==> src/rtl/irq_status_ctl.sv <==
module irq_status_ctl (
  input  logic       clk,
  input  logic       rst_n,
  input  logic       ev_vblank_start,
  input  logic       ev_vblank_end,
  input  logic       ev_sprite_done,
  input  logic       ev_cmd_done,
  input  logic       cmd_busy,
  input  logic       mmio_wr,
  input  logic       wr_en,
  input  logic       wr_sel,
  input  logic [7:0] wr_data,
  output logic [7:0] en_rd,
  output logic [7:0] stat_rd,
  output logic       irq
);
  localparam logic [7:0] LIVE = 8'hC7;

  logic [7:0] en_q, stat_q, set_v, clr_v;
  logic       reject;

  assign reject = mmio_wr & cmd_busy;
  assign set_v  = {ev_cmd_done, reject, 3'b000, ev_sprite_done, ev_vblank_end, ev_vblank_start};
  assign clr_v  = (wr_en && wr_sel) ? (wr_data & LIVE) : 8'h00;

  always_ff @(posedge clk) begin
    if (!rst_n) begin
      en_q   <= 8'h00;
      stat_q <= 8'h00;
    end else begin
      stat_q <= (stat_q & ~clr_v) | set_v;
      if (wr_en && !wr_sel) en_q <= wr_data & LIVE;
    end
  end

  assign en_rd   = en_q;
  assign stat_rd = stat_q;
  assign irq     = |(stat_q & en_q);
endmodule


==> config.mk <==
export PLATFORM = sky130hd
export DESIGN_NAME = irq_status_ctl
export DESIGN_NICKNAME = d
export VERILOG_FILES = /design/src/rtl/irq_status_ctl.sv
export SDC_FILE = /design/constraint.sdc
export NUM_CORES = 1
export LEC_CHECK = 0
export BUFFER_PORTS_ARGS = -buffer_cell sky130_fd_sc_hd__buf_2
export CORE_AREA = 4 4 41 43
export CTS_CLUSTER_DIAMETER = 40
export DETAILED_ROUTE_END_ITERATION = 16
export DIE_AREA = 0 0 45 47
export PLACE_DENSITY = 0.71
export SYNTH_ARGS = -nofsm -noshare
export SYNTH_HDL_FRONTEND = slang
export SYNTH_SLANG_ARGS = --single-unit
==> constraint.sdc <==
create_clock -name clk -period 1.45 [get_ports clk]
set_input_delay 0 -clock clk [delete_from_list [all_inputs] [get_ports clk]]
set_output_delay 0 -clock clk [all_outputs]
set_load 0.01 [all_outputs]
==> results of run 1 <==
[routing by layer]
layer / global-route usage [%] / part of all wire [%] / wire (um) / up-vias
li1: - / - / - / 212
met1: 11.9 / 36 / 407 / 195
met2: 23.7 / 49 / 550 / 26
met3: 6.13 / 12 / 136 / 4
met5: 0 / 0 / 0 / -
met4: 7.02 / 1.9 / 21 / 0
[sequential cells by signal, indices dropped and copies added, names as in the netlist]
register  count
en_rd         5
stat_rd       5
[metrics by stage]
stage / util, % / worst slack [ns] / power, mW / hold WS, ns
final: 48.0 / 0.285 / 0.598 / 0.0147
after global placement: 43.2 / 0.558 / 0.407 / 0.224
after detailed placement: 43.2 / 0.548 / 0.410 / 0.239
after CTS: 48.0 / 0.258 / 0.604 / 0.00874
after global routing: 48.0 / 0.174 / 0.633 / 0.0385
after floorplan: - / 0.668 / 0.373 / 0.128
[layout make-up]
cell class                 instances  share of cell area [%]
clock buffer                       3                    3.61
multi-input combinational         35                    34.9
sequential                        10                    32.1
tap                               15                    3.01
timing repair buffer              29                    26.5
[kinds of logic (layout without fill, tap and decap cells)]
family	Yosys count	in the layout	synth area share (%)
AOI/OAI and AO/OA	7	7	9.89
buffers and inverters	7	32	12.4
DFF	10	10	44.0
muxes	5	5	11.0
other	1	6	0.823
and+or+nand+nor	17	17	22.0
[path summary, 6_finish.rpt]
check	end	slack, ns	startpoint
min reg2reg	en_rd[1]	0.53	en_rd[1]
min	en_rd[6]	0.01	wr_data[6]
max	irq	0.29	stat_rd[6]
max reg2reg	stat_rd[6]	0.78	stat_rd[6]
[power groups by stage]
stage	Clock (mW)	Combinational, mW	Sequential [mW]
floorplan	0	0.0566	0.316
global placement	0	0.0972	0.310
detailed placement	0	0.0995	0.310
CTS	0.192	0.108	0.304
global route	0.206	0.120	0.308
finish	0.185	0.108	0.305
[worst register-to-register path: cells and delay by family, from the launching register on]
family          cells  cell delay [ns]
flops               1             0.32
compound gates      1             0.17
simple gates        1             0.07
[synth_stat cells]
| master | count | area [um^2] |
|---|---|---|
| nor2b_2 | 1 | 8.76 |
| nand2_1 | 1 | 3.75 |
| a222oi_1 | 1 | 10.0 |
| dfxtp_1 | 10 | 200 |
| buf_4 | 6 | 45.0 |
| a21oi_1 | 4 | 20.0 |
| nor2b_1 | 10 | 62.6 |
| buf_6 | 1 | 11.3 |
| a22oi_1 | 2 | 15.0 |
| nand3_1 | 5 | 25.0 |
| conb_1 | 1 | 3.75 |
| mux2i_1 | 5 | 50.1 |
==> reports/metrics.yaml, run 1 <==
worstHoldPathCells: 3
final_cells: 92
grt_pass1_wl_um: 1870
synth-seq-cells: 10
critPathLaunchType: "flip-flop"
cp_data_required_time_ns: 1.45
ios: 35
io_buffer_count: 25
design_area_um2: 624
grt_max_degree: 11
rows: 13
path_delay_family: "compound AO/OA/AOI/OAI gates"
diodes: 0
gp_congestion: 0.745
rsz0062_at_grt: "no"
final_nets: 97
p_sw_share_pct: 26.1
ys_seq_area_share_pct: 44.0
antenna_found_initial: 0
clk_pin_slew_worst_paths_ns: 0.06
post_cts_buffers: 0
drt_iter0_drc: 4
area_delta_synth_final_pct: 37.1
grt_pass1_vias: 445
slew_violations: 0
fmax_ghz: 0.859
cts_hold_buf: 4
end_kind: "output port"
clock_latency_ns: 0.26
power.internal_uw: 442
p_comb_share_pct: 18.0
htreeDepth: 1
clock_power_share_pct: 31.0
crit_type: "reg2out"
vias_per_cell: 4.75
p_sw_uw: 156
yosys_warnings: 0
setup_tns_ns: 0
hold_viol_final: 0
crit_chain: "a222oi_1 > nand2_1 > buf_2"
placed_area_um2: 562
synth_cell_type_count: 12
clkSinkCount: 10
dieArea_mm2: 0.00212
regArea_um2: 200
drive_gt1_share_pct: 37.7
path_buf_inv: 1
setup_viol: 0
num_vias: 437
core-area_mm2: 0.00130
clk_path_buf_depth: 2
syn_avg_cell_area_um2: 9.69
power_leakage_nw: 0.305
syn_inst: 47
root_buffer: "clkbuf_4"
arrival_ns: 1.16
max_cap_violations: 0
placed_cells: 85
fin_crit_ns: 1.16
totalWireLength_um: 1120
fp.dieW_um: 45
cp_max_fo: 3
finalCritPeriodShare_pct: 80.3
grt_util_all_layers_pct: 13.0
fin_skew_ns: 0
r2r_cells: 2
initial_core_util_pct: 35.0
mostFrequentLayoutCell: "buf_2"
cp_slowest_cell: "a222oi_1"
cts_resized: 0
cts_buffers: 3
hold_class: "in2reg"
worstSetupPathDepth: 3
multi_input_area_um2: 218
die_h_um: 47
n_fill_cell: 137
wl_per_cell_um: 12.1
status: "finished clean"
grt_overflow: 0
cts_tree: "built"
firstDrtPassIters: 5
post-dp-hpwl_um: 841
seq_power_share_pct: 50.9
crit_path_max_incr_delay_ns: 0.35
synth_area_um2: 455
cellPowerDensity_mw_per_mm2: 957
drc: 0
irDropWorstVdd_mv: 0.574
layout_common_cells: "buf_2 (25), nor2b_1 (10), dfxtp_1 (10)"
ant_nets: 0
Power figures use the tool's default switching activity.
==> inputs of run 2 (changes only) <==
clock period = 1.21 ns   (was 1.45 ns; I/O delays follow)
==> run 2 against run 1 <==
Effect of this change:
- die area unchanged
- flip-flop and latch count stayed put
- via count fell by 0.23%
- combinational power up 19%
- first-iteration DRC count unchanged
- sequential power increased by 20%
- critical path depth is the same
- count of clock-buffer cells in the layout did not move
- critical endpoint unchanged
==> reports/metrics.yaml, run 2 (synthesis gave the netlist of run 1 again) <==
clkSinkCount: 10  # unchanged
ios: 35  # unchanged
num_vias: 436  # -0.23%
r2r_cells: 2  # unchanged
status: "finished clean"
post_cts_buffers: 0  # unchanged
diodes: 0  # unchanged
final_nets: 97  # unchanged
end_kind: "output port"
fp.dieW_um: 45  # unchanged
crit_type: "reg2out"
vias_per_cell: 4.74  # -0.23%
grt_pass1_wl_um: 1800  # -3.7%
drc: 0  # unchanged
endpoint: "irq"
area_delta_synth_final_pct: 37.4
max_cap_violations: 0  # unchanged
placed_area_um2: 562  # unchanged
setup_viol: 0  # unchanged
grt_util_all_layers_pct: 12.3  # -0.72 points
wl_per_cell_um: 11.6  # -4.5%
gp_congestion: 0.746  # about the same
rows: 13  # unchanged
hold_ws_ns: 0.0106  # -0.00411 ns
fin_crit_ns: 1.16
clk_pin_slew_worst_paths_ns: 0.06  # about the same
firstDrtPassIters: 4  # -1
dieArea_mm2: 0.00212  # unchanged
fin_skew_ns: 0  # unchanged
totalWireLength_um: 1070  # -4.5%
core-area_mm2: 0.00130  # unchanged
htreeDepth: 1  # unchanged
die_h_um: 47  # unchanged
r2r_end: "stat_rd[6]"
mostFrequentLayoutCell: "buf_2"
design_area_um2: 626  # +0.20%
grt_max_degree: 11  # unchanged
cts_tree: "built"
clock_latency_ns: 0.26  # about the same
cp_data_required_time_ns: 1.21  # -0.24 ns
io_buffer_count: 25  # unchanged
clk_path_buf_depth: 2  # unchanged
hold_class: "in2reg"
cts_buffers: 3  # unchanged
grt_pass1_vias: 418  # -6.1%
crit_start: "en_rd[6]"
root_buffer: "clkbuf_4"
critPathLaunchType: "flip-flop"
power_leakage_nw: 0.305  # +0.13%
regToRegSetupSlack_ns: 0.55  # -0.23 ns
grt_overflow: 0  # unchanged
cellPowerDensity_mw_per_mm2: 1150  # +20%
finalCritPeriodShare_pct: 96.1
layout_common_cells: "buf_2 (25), nor2b_1 (10), dfxtp_1 (9)"
arrival_ns: 1.16  # about the same
cp_max_fo: 3  # unchanged
rsz0062_at_grt: "yes"
drt_iter0_drc: 4  # unchanged
hold_viol_final: 0  # unchanged
timing.rr.start: "stat_rd[6]"
irDropWorstVdd_mv: 0.670  # +17%
drive_gt1_share_pct: 39.0  # +1.3 points
antenna_found_initial: 0  # unchanged
initial_core_util_pct: 35.0  # unchanged
fmax_ghz: 0.860
slew_violations: 0  # unchanged
ant_nets: 0  # unchanged
## run 2: stage by stage
| step | TNS [ns] | power [mW] | setup slack, ns | util, % | std cells |
|---|---|---|---|---|---|
| final | 0 | 0.717 | 0.0466 | 48.1 | 92 |
| after global routing | -0.0900 | 0.758 | -0.0900 | 48.1 | 92 |
| after CTS | 0 | 0.724 | 0.0168 | 48.0 | 92 |
| after detailed placement | 0 | 0.491 | 0.302 | 43.2 | 85 |
| after global placement | 0 | 0.488 | 0.318 | 43.2 | 85 |
| after floorplan | 0 | 0.447 | 0.428 | - | 52 |
## run 2: area by class of cell
| cell class | instances | area (um^2) |
|---|---|---|
| Fill cell | 140 | 676 |
| Clock buffer | 3 | 22.5 |
| Timing Repair Buffer | 29 | 165 |
| Sequential cell | 10 | 201 |
| Multi-Input combinational cell | 35 | 218 |
| Tap cell | 15 | 18.8 |
## run 2: timing repair
item,in CTS,in global routing
resized for setup,0,1
hold buffers,4,0
endpoints found under the setup margin,0,1
hold endpoints to repair,4,0
## run 2: per-layer routing
layer / global-route usage, % / vias up / wire length [um]
met2: 19.8 / 28 / 475
met4: 7.02 / 0 / 21
met3: 5.75 / 4 / 157
met1: 13.3 / 189 / 412
met5: 0 / - / 0
li1: - / 215 / -
## run 2: worst min-delay path by stage
stage                         startpoint         end  slack [ns]  cells past startpoint
after floorplan                    rst_n  stat_rd[0]        0.13                      1
after global placement       ev_cmd_done  stat_rd[7]        0.22                      3
after detailed placement  ev_sprite_done  stat_rd[2]        0.24                      3
after CTS                     wr_data[0]    en_rd[0]       0.003                      3
after global routing          wr_data[7]    en_rd[7]        0.03                      3
final                         wr_data[0]    en_rd[0]        0.01                      3
## run 2: critical path: stages (launching register included)
cell	delay, ns
dfxtp_2	0.32
a222oi_1	0.34
nand2_1	0.09
buf_2	0.14
## run 2: power breakdown
| group | leakage, nW | internal [mW] | switching [mW] |
|---|---|---|---|
| sequential | 0.0831 | 0.350 | 0.0153 |
| clock | 0.0138 | 0.115 | 0.109 |
| combinational | 0.208 | 0.0651 | 0.0632 |
